<file path="config.mk">
export PLATFORM = sky130hd
export DESIGN_NAME = uart_irq_bidder
export DESIGN_NICKNAME = d
export VERILOG_FILES = /design/src/rtl/irq_bid_pkg.sv /design/src/rtl/irq_host_regs.sv /design/src/rtl/irq_idle_watchdog.sv /design/src/rtl/irq_pending.sv /design/src/rtl/irq_bid_select.sv /design/src/rtl/uart_irq_bidder.sv
export SDC_FILE = /design/constraint.sdc
export NUM_CORES = 1
export LEC_CHECK = 0
export BUFFER_PORTS_ARGS = -buffer_cell sky130_fd_sc_hd__buf_4
export CAP_MARGIN = 10
export CELL_PAD_IN_SITES_DETAIL_PLACEMENT = 2
export CELL_PAD_IN_SITES_GLOBAL_PLACEMENT = 2
export CORE_ASPECT_RATIO = 0.75
export CORE_MARGIN = 2
export CORE_UTILIZATION = 36
export CTS_BUF_LIST = sky130_fd_sc_hd__clkbuf_4 sky130_fd_sc_hd__clkbuf_8
export DETAILED_ROUTE_END_ITERATION = 10
export PLACE_DENSITY_LB_ADDON = 0.1
export RECOVER_POWER = 50
export REMOVE_ABC_BUFFERS = 1
export SETUP_SLACK_MARGIN = 0.5
export SLEW_MARGIN = 20
export SYNTH_ARGS = -nofsm -noshare
export SYNTH_HDL_FRONTEND = slang
export SYNTH_HIERARCHICAL = 1
export SYNTH_SLANG_ARGS = --single-unit
</file>
<file path="constraint.sdc">
create_clock -name clk -period 1.5 [get_ports clk]
set_input_delay 0.3 -clock clk [delete_from_list [all_inputs] [get_ports clk]]
set_output_delay 0.3 -clock clk [all_outputs]
set_load 0.02 [all_outputs]
</file>
<file path="src/rtl/irq_bid_pkg.sv">
package irq_bid_pkg;
  localparam int NSRC      = 8;
  localparam int CODE_W    = 3;
  localparam int PFX_W     = 3;
  localparam int BID_W     = PFX_W + CODE_W;
  localparam int REG_W     = 8;
  localparam int ADDR_W    = 3;
  localparam int NPFX      = 4;

  localparam int SRC_TX    = 0;
  localparam int SRC_RX    = 1;
  localparam int SRC_BRK   = 2;
  localparam int SRC_RSVD  = 3;
  localparam int SRC_FLOW  = 4;
  localparam int SRC_ADDR  = 5;
  localparam int SRC_WDOG  = 6;
  localparam int SRC_COS   = 7;

  localparam logic [ADDR_W-1:0] A_MASK     = 3'd0;
  localparam logic [ADDR_W-1:0] A_PFX_BASE = 3'd1;

  // prefix register slots, ordered by address offset from A_PFX_BASE
  localparam int PS_COS  = 0;
  localparam int PS_FLOW = 1;
  localparam int PS_BRK  = 2;
  localparam int PS_ADDR = 3;

  typedef logic [PFX_W-1:0] pfx_t;
endpackage

</file>
<file path="src/rtl/irq_host_regs.sv">
module irq_host_regs
  import irq_bid_pkg::*;
#(
  parameter int AW = ADDR_W,
  parameter int DW = REG_W
) (
  input  logic          clk,
  input  logic          rst,
  input  logic          wr,
  input  logic [AW-1:0] addr,
  input  logic [DW-1:0] wdata,
  output logic [DW-1:0] mask_o,
  output pfx_t          pfx_o [NPFX],
  output logic [DW-1:0] rd_data
);
  localparam int PAD_W = DW - PFX_W;

  logic [DW-1:0] mask_q;
  pfx_t          pfx_q [NPFX];
  logic [DW-1:0] rd_next;

  always_ff @(posedge clk) begin
    if (rst) mask_q <= '0;
    else if (wr && addr == A_MASK) mask_q <= wdata;
  end

  for (genvar g = 0; g < NPFX; g++) begin : g_pfx
    localparam logic [AW-1:0] MY_ADDR = AW'(int'(A_PFX_BASE) + g);
    always_ff @(posedge clk) begin
      if (rst) pfx_q[g] <= '0;
      else if (wr && addr == MY_ADDR) pfx_q[g] <= wdata[PFX_W-1:0];
    end
    assign pfx_o[g] = pfx_q[g];
  end

  always_comb begin
    rd_next = '0;
    if (addr == A_MASK) rd_next = mask_q;
    for (int i = 0; i < NPFX; i++) begin
      if (addr == AW'(int'(A_PFX_BASE) + i)) rd_next = {{PAD_W{1'b0}}, pfx_q[i]};
    end
  end

  always_ff @(posedge clk) begin
    if (rst) rd_data <= '0;
    else     rd_data <= rd_next;
  end

  assign mask_o = mask_q;
endmodule

</file>
<file path="src/rtl/irq_idle_watchdog.sv">
module irq_idle_watchdog #(
  parameter int IDLE_BITS = 64
) (
  input  logic clk,
  input  logic rst,
  input  logic bit_tick,
  input  logic rx_activity,
  output logic fire
);
  localparam int CW = $clog2(IDLE_BITS + 1);
  localparam logic [CW-1:0] LAST = CW'(IDLE_BITS - 1);

  logic [CW-1:0] cnt_q;
  logic          spent_q;

  always_ff @(posedge clk) begin
    if (rst) begin
      cnt_q   <= '0;
      spent_q <= 1'b0;
      fire    <= 1'b0;
    end else if (rx_activity) begin
      cnt_q   <= '0;
      spent_q <= 1'b0;
      fire    <= 1'b0;
    end else if (bit_tick && !spent_q) begin
      if (cnt_q == LAST) begin
        cnt_q   <= '0;
        spent_q <= 1'b1;
        fire    <= 1'b1;
      end else begin
        cnt_q   <= cnt_q + 1'b1;
        fire    <= 1'b0;
      end
    end else begin
      fire <= 1'b0;
    end
  end
endmodule

</file>
<file path="src/rtl/irq_pending.sv">
module irq_pending
  import irq_bid_pkg::*;
#(
  parameter int N = NSRC
) (
  input  logic         clk,
  input  logic         rst,
  input  logic [N-1:0] src_in,
  input  logic [N-1:0] ack,
  output logic [N-1:0] pend
);
  for (genvar g = 0; g < N; g++) begin : g_src
    if (g == SRC_TX || g == SRC_RX) begin : g_level
      always_ff @(posedge clk) begin
        if (rst) pend[g] <= 1'b0;
        else     pend[g] <= src_in[g];
      end
    end else if (g == SRC_RSVD) begin : g_none
      assign pend[g] = 1'b0;
    end else begin : g_latch
      always_ff @(posedge clk) begin
        if (rst)           pend[g] <= 1'b0;
        else if (src_in[g]) pend[g] <= 1'b1;
        else if (ack[g])   pend[g] <= 1'b0;
      end
    end
  end
endmodule

</file>
<file path="src/rtl/irq_bid_select.sv">
module irq_bid_select
  import irq_bid_pkg::*;
(
  input  logic             clk,
  input  logic             rst,
  input  logic [NSRC-1:0]  pend,
  input  logic [NSRC-1:0]  mask,
  input  pfx_t             pfx [NPFX],
  output logic             req,
  output logic [BID_W-1:0] bid
);
  localparam logic [NSRC-1:0] RSVD_OFF = ~(NSRC'(1) << SRC_RSVD);

  logic [NSRC-1:0]   live;
  logic [CODE_W-1:0] win;
  logic              any;
  pfx_t              win_pfx;

  assign live = pend & mask & RSVD_OFF;

  always_comb begin
    win = '0;
    any = 1'b0;
    for (int i = 0; i < NSRC; i++) begin
      if (live[i]) begin
        win = CODE_W'(i);
        any = 1'b1;
      end
    end
  end

  always_comb begin
    case (int'(win))
      SRC_COS:  win_pfx = pfx[PS_COS];
      SRC_FLOW: win_pfx = pfx[PS_FLOW];
      SRC_BRK:  win_pfx = pfx[PS_BRK];
      SRC_ADDR: win_pfx = pfx[PS_ADDR];
      default:  win_pfx = '0;
    endcase
  end

  always_ff @(posedge clk) begin
    if (rst) begin
      req <= 1'b0;
      bid <= '0;
    end else begin
      req <= any;
      bid <= any ? {win_pfx, win} : '0;
    end
  end
endmodule

</file>
<file path="src/rtl/uart_irq_bidder.sv">
module uart_irq_bidder
  import irq_bid_pkg::*;
#(
  parameter int IDLE_BITS = 64
) (
  input  logic             clk,
  input  logic             rst,
  input  logic             host_wr,
  input  logic [ADDR_W-1:0] host_addr,
  input  logic [REG_W-1:0] host_wdata,
  output logic [REG_W-1:0] host_rd_data,
  input  logic             tx_svc,
  input  logic             rx_svc,
  input  logic             brk_evt,
  input  logic             flow_evt,
  input  logic             addr_evt,
  input  logic             cos_evt,
  input  logic             bit_tick,
  input  logic             rx_activity,
  input  logic [NSRC-1:0]  irq_ack,
  output logic             irq_req,
  output logic [BID_W-1:0] irq_bid
);
  logic [REG_W-1:0] mask_q;
  pfx_t             pfx_w [NPFX];
  logic             wd_fire;
  logic [NSRC-1:0]  src_vec;
  logic [NSRC-1:0]  pend_q;

  irq_host_regs u_regs (
    .clk(clk), .rst(rst), .wr(host_wr), .addr(host_addr), .wdata(host_wdata),
    .mask_o(mask_q), .pfx_o(pfx_w), .rd_data(host_rd_data)
  );

  irq_idle_watchdog #(.IDLE_BITS(IDLE_BITS)) u_wdog (
    .clk(clk), .rst(rst), .bit_tick(bit_tick), .rx_activity(rx_activity),
    .fire(wd_fire)
  );

  always_comb begin
    src_vec           = '0;
    src_vec[SRC_TX]   = tx_svc;
    src_vec[SRC_RX]   = rx_svc;
    src_vec[SRC_BRK]  = brk_evt;
    src_vec[SRC_FLOW] = flow_evt;
    src_vec[SRC_ADDR] = addr_evt;
    src_vec[SRC_WDOG] = wd_fire;
    src_vec[SRC_COS]  = cos_evt;
  end

  irq_pending u_pend (
    .clk(clk), .rst(rst), .src_in(src_vec), .ack(irq_ack), .pend(pend_q)
  );

  irq_bid_select u_sel (
    .clk(clk), .rst(rst), .pend(pend_q), .mask(mask_q), .pfx(pfx_w),
    .req(irq_req), .bid(irq_bid)
  );
endmodule

</file>
* Yosys cells after proc, flatten, opt, wreduce, memory -nomap -nowiden
Memories as Yosys holds them, arrays and structs flattened.
Index checks and enable logic that the tools add are counted.
** Word-level totals
- Input port bits :: 30
- Bits in latches :: 0
- Memories :: 1
- Bits in registers :: 39
- Word-level logic and storage cells :: 101
- Bits in writable memories :: 12
- Memory bits (read-only) :: 0
** Operators by class
- Divide/modulo/power cells :: 0
- Mux-type cells :: 49
- Add/sub/neg operators :: 1
- Multiply operators :: 0
- Order comparisons :: 0
- Bitwise operators :: 8
- Shift operators :: 0
- Reduce and logical (&&, ||, !) cells :: 18
- Equality and inequality tests :: 9
** Memory list
- u_regs.pfx_q :: words 4, width 3, read ports 4, clocked after memory_dff 0, write ports 4, RTL line irq_host_regs.sv:19 : pfx_t pfx_q [NPFX];
** Operator list (count)
- $mux 3 :: 14
- $mux 1 :: 33
- $eq 3x3->1 const B :: 4
- $pmux 3 s4 :: 1
- $reduce_bool 2->1 :: 5
- $eq 3x2->1 const B :: 3
- $and 8x8->8 :: 1
- $add 7x1->7 const B :: 1
- $eq 7x6->1 const B :: 1
- $mux 7 :: 1
- $logic_and 1x1->1 :: 6
- $reduce_or 6->1 :: 1
- $or 1x1->1 :: 4
- $reduce_or 2->1 :: 2
- $eq 3x1->1 const B :: 1
- $logic_not 3->1 :: 1
- $not 1->1 :: 3
- $reduce_or 3->1 :: 1
- $reduce_and 2->1 :: 1
- $logic_not 1->1 :: 1

* Logic depth before layout (Yosys ltp)
- Depth after elaboration :: 10
- Mapped depth :: 4
- Depth with buffers taken out :: 4

* Modules after synthesis
Netlist, hierarchy kept.
** Modules (own cells, without submodules)
- irq_host_regs :: cells an instance 112, seq. area each 680.7 µm², instances 1, area an instance 1194.9 µm²
- irq_idle_watchdog :: cells an instance 42, seq. area each 180.2 µm², instances 1, area an instance 432.9 µm²
- irq_bid_select :: cells an instance 34, seq. area each 140.1 µm², instances 1, area an instance 352.8 µm²
- irq_pending :: cells an instance 26, seq. area each 140.1 µm², instances 1, area an instance 276.5 µm²
- uart_irq_bidder :: cells an instance 1, seq. area each 0.0 µm², instances 1, area an instance 3.8 µm²

* Worst setup path after synthesis
No wires, ideal clock.
- Kind :: flip-flop to flip-flop
- Start :: register u_pend.pend[7]
- End :: register u_sel.bid[3]
- Library setup time :: 129 ps
- Cell stages (with the launch flop) :: 5
- Arrival :: 1077 ps
- Setup slack :: 294 ps
- Path buffers :: 0
- Cells stage by stage :: dfxtp_1 a22o_4 and3b_2 a21o_4 a21oi_2
** On the way
- Longest elaborated chain between the ends :: 4
- Elaborated cells on any way between the ends :: 10
- Those cells by class :: eq/ne (4); mux (3); bitwise (2); reduce/logical (1)
** Ends and longest elaborated chain
- start: declaration :: RTL line irq_pending.sv:10 : output logic [N-1:0] pend
- start signal: indexed assignment :: RTL line irq_pending.sv:22 : if (rst) pend[g] <= 1'b0;
- start signal: indexed assignment :: RTL line irq_pending.sv:23 : else if (src_in[g]) pend[g] <= 1'b1;
- start signal: indexed assignment :: RTL line irq_pending.sv:24 : else if (ack[g]) pend[g] <= 1'b0;
- $and 8x8->8 (*) :: RTL line irq_bid_select.sv:19 : assign live = pend & mask & RSVD_OFF;
- $mux 3 or $mux 1 (tied branches) :: RTL line irq_bid_select.sv:25 : if (live[i]) begin
- $eq 3x3->1, or another cell as far along :: RTL line irq_bid_select.sv:33 : case (int'(win))
- $pmux 3 s4 or $reduce_or 2->1 (tied branches)
- end signal: assignment :: RTL line irq_bid_select.sv:48 : bid <= any ? {win_pfx, win} : '0;
- end: declaration :: RTL line irq_bid_select.sv:10 : output logic [BID_W-1:0] bid
Every way passes the cells marked *; elsewhere a longest branch is shown, timed or not.
A chain may end at the register's enable or synchronous reset.

* Worst setup path in the final report
- Start :: register u_regs.mask_q[4] (netlist: u_regs/mask_o[4])
- End :: register u_sel.bid[5]
** On the way
- Longest elaborated chain between the ends :: 7
- Elaborated cells on any way between the ends :: 16
- Those cells by class :: eq/ne (4); mux (9); bitwise (2); reduce/logical (1)
** Ends and longest elaborated chain
- start: declaration :: RTL line irq_host_regs.sv:18 : logic [DW-1:0] mask_q;
- start signal: assignment :: RTL line irq_host_regs.sv:24 : else if (wr && addr == A_MASK) mask_q <= wdata;
- $and 8x8->8 (*) :: RTL line irq_bid_select.sv:19
- $mux 3 or $mux 1 (tied branches) (4 in a row) :: RTL line irq_bid_select.sv:25
- $eq 3x3->1, or another cell as far along :: RTL line irq_bid_select.sv:33
- $pmux 3 s4 or $reduce_or 2->1 (tied branches)
Marked as above.

==> PnR_summary.wiki <==
{| class="wikitable"
! Metric !! Value
|-
| Cell-by-cell listing of the critical path || nand2_2 > nor3b_4 > a222oi_1 > a21oi_2
|-
| Count of final hold-check violations || 0
|-
| Largest net degree at the start of global routing || 23
|-
| Mapped Avg Cell Area || 10.6 µm²
|-
| Fill cell total of the finished layout || 571
|-
| Sw Pwr || 758 µW
|-
| Boundary pin count || 45
|-
| Cell with the largest stage delay on the worst path || sky130_fd_sc_hd__a222oi_1
|-
| Critical path endpoint category || flip-flop
|-
| Final clock period utilization by the worst path || 108%
|-
| X dimension of the die || 95.2 µm
|-
| Layout Utilization || 58.4%
|-
| Max-slew violation count || 0
|-
| Post-synthesis cell count || 212
|-
| Core Region || 0.00592 mm²
|-
| Antenna violation net count after detailed routing || 0
|-
| Synthesis-to-layout area growth || 53.8%
|-
| Post-layout power || 2.78 mW
|-
| Setup ws final || -125 ps
|-
| Via total after detailed routing || 2121
|-
| Detailed placer's ending HPWL || 5.19 mm
|-
| Placer congestion estimate || 0.795
|-
| Number of cell rows || 24
|-
| DR pass1 iterations || 5
|-
| Remaining max-slew budget at the tightest pin || 36.5%
|-
| Sequential fraction of design power || 53.7%
|-
| First-iteration detailed-routing DRC count || 214
|-
| Fin area || 0.00345 mm²
|-
| Largest buffer count on any clock path || 2
|-
| Critical path's largest stage delay || 630 ps
|-
| Post-detailed-route DRC marker count || 0
|-
| Leakage power of the design || 1.34 nW
|-
| Violations in the final reports || negative setup slack
|-
| Initial antenna violation count || 0
|-
| Worst skew pair latency || 320 ps
|-
| Average via count per standard cell || 5.86
|-
| First-pass GRT wire length || 14.5 mm
|-
| Total of max-cap violations || 0
|-
| Data required time of the worst path || 1680 ps
|-
| All-layer global routing usage || 29.4%
|-
| Final-report setup violation count || 1
|-
| Cell chosen for the clock root || sky130_fd_sc_hd__clkbuf_8
|-
| Vias in the first global route || 2284
|-
| Proportion of total power due to net switching || 27.3%
|-
| Number of buffers added to fix hold violations after cts || 0
|-
| H-Tree Depth || 2
|-
| Hold WC Path Type || in2reg
|-
| Status || complete, but fails checks
|-
| Worst-path clk slew || 100 ps
|-
| I/O Buffers || 41
|-
| Transition time at the pin with the least slew margin || 952 ps
|-
| Worst clock skew on the final layout || 11.0 ps
|-
| Starting Density || 38.0%
|-
| CTS tree || built
|-
| Clock Sinks || 51
|-
| Highest fanout seen on the critical path || 4
|-
| Total number of nets in the final design || 314
|-
| Proportion of layout cells with a drive suffix above 1 || 65.1%
|-
| Number of synthesis warnings || 6
|-
| Time the final worst path needs with I/O delays and setup || 1630 ps
|-
| Post-Place Worst Slack || 40.1 ps
|-
| Logic gate share of total power || 14.3%
|-
| Total internal power || 2.02 mW
|-
| Category of the most critical setup path || reg2reg
|-
| Placed Instance Area || 0.00273 mm²
|-
| Die area || 0.00689 mm²
|-
| Drt wl/cell || 29.5 µm
|-
| Share of power burned in the clock network || 32.0%
|-
| Count of inserted antenna diode cells || 0
|-
| Post-Route WL || 10.7 mm
|-
| Num CTS Buffers || 5
|-
| Highest attainable clock frequency || 0.615 GHz
|-
| Maximum vdd ir drop || 0.000424 V
|-
| Leading cell types in the layout, fill and taps excluded || 33 x sky130_fd_sc_hd__buf_4, 25 x sky130_fd_sc_hd__buf_6, 21 x sky130_fd_sc_hd__dfxtp_2, 14 x sky130_fd_sc_hd__dfxtp_1, 14 x sky130_fd_sc_hd__nand2_4
|-
| Summed instance area of the synthesized netlist || 0.00225 mm²
|-
| Setup crit start kind || flip-flop
|-
| Remaining global-route overflow || 0
|-
| Power density over the cells || 805 mW/mm²
|-
| RSZ-0062 raised after global routing || true
|-
| Most common library cell in the layout ignoring fill and taps || sky130_fd_sc_hd__buf_4
|-
| Arrival time at the worst endpoint || 1800 ps
|-
| Die Height || 72.4 µm
|}
## final timing paths
kind / depth (start not counted) / start / endpoint / slack [ps]
worst max-delay path: 4 / u_regs/mask_o[4] / u_sel/bid[5] / -130
worst max register to register: 4 / u_regs/mask_o[4] / u_sel/bid[5] / -130
worst min register to register: 2 / u_wdog/fire / u_pend/pend[6] / 490
worst min-delay path: 3 / brk_evt / u_pend/pend[2] / 220
## area by class of cell
cell class	count	area [µm²]	share of cell area, %
multi-input combinational	147	1400	40.5
sequential	51	1180	34.2
timing repair buffer	70	649	18.8
tap	78	97.6	2.83
clock buffer	7	90.1	2.61
inverter	8	31.3	0.905
clock inverter	1	5.00	0.145
## critical path: cells and delay by family, from the launching register on
family	cells	cell delay, ps
compound gates	2	810
flops	1	400
simple gates	2	270
## flip-flops by register name (all words and copies together) (netlist names), 6 cells and up
register,count
u_pend/pend,7
u_sel/bid,6
u_regs/mask_o,8
u_regs/rd_data,8
u_regs/pfx_q,12
u_wdog/cnt_q,7
## per-layer routing
layer	GRT usage (%)	part of all wire [%]	vias up
met5	0	0	-
met2	48.3	49	107
met3	5.30	5.8	20
met1	40.8	43	1095
li1	-	-	899
met4	5.96	2.0	0
## metrics by stage
step,TNS [ps],hold slack (ps),std cells
5_1_grt,-163,216,362
6_report,-125,216,362
3_3_place_gp,0,438,340
4_1_cts,0,213,358
2_1_floorplan,0,369,206
3_5_place_dp,0,454,340
## power by group through the flow
stage | combinational [mW] | sequential, mW | clock, mW
6_report | 0.397 | 1.49 | 0.890
3_5_place_dp | 0.261 | 1.51 | 0
4_1_cts | 0.328 | 1.49 | 0.877
3_3_place_gp | 0.251 | 1.51 | 0
2_1_floorplan | 0.0963 | 1.51 | 0
5_1_grt | 0.412 | 1.50 | 0.981
## timing repair
item                                    4_1_cts  5_1_grt
endpoints found under the setup margin       58       62
resized for setup                           111       51
buffers inserted                             10        3
gates cloned                                  0        1
pin swaps                                    32       21
Note: power is estimated with default switching activity, not from simulation.
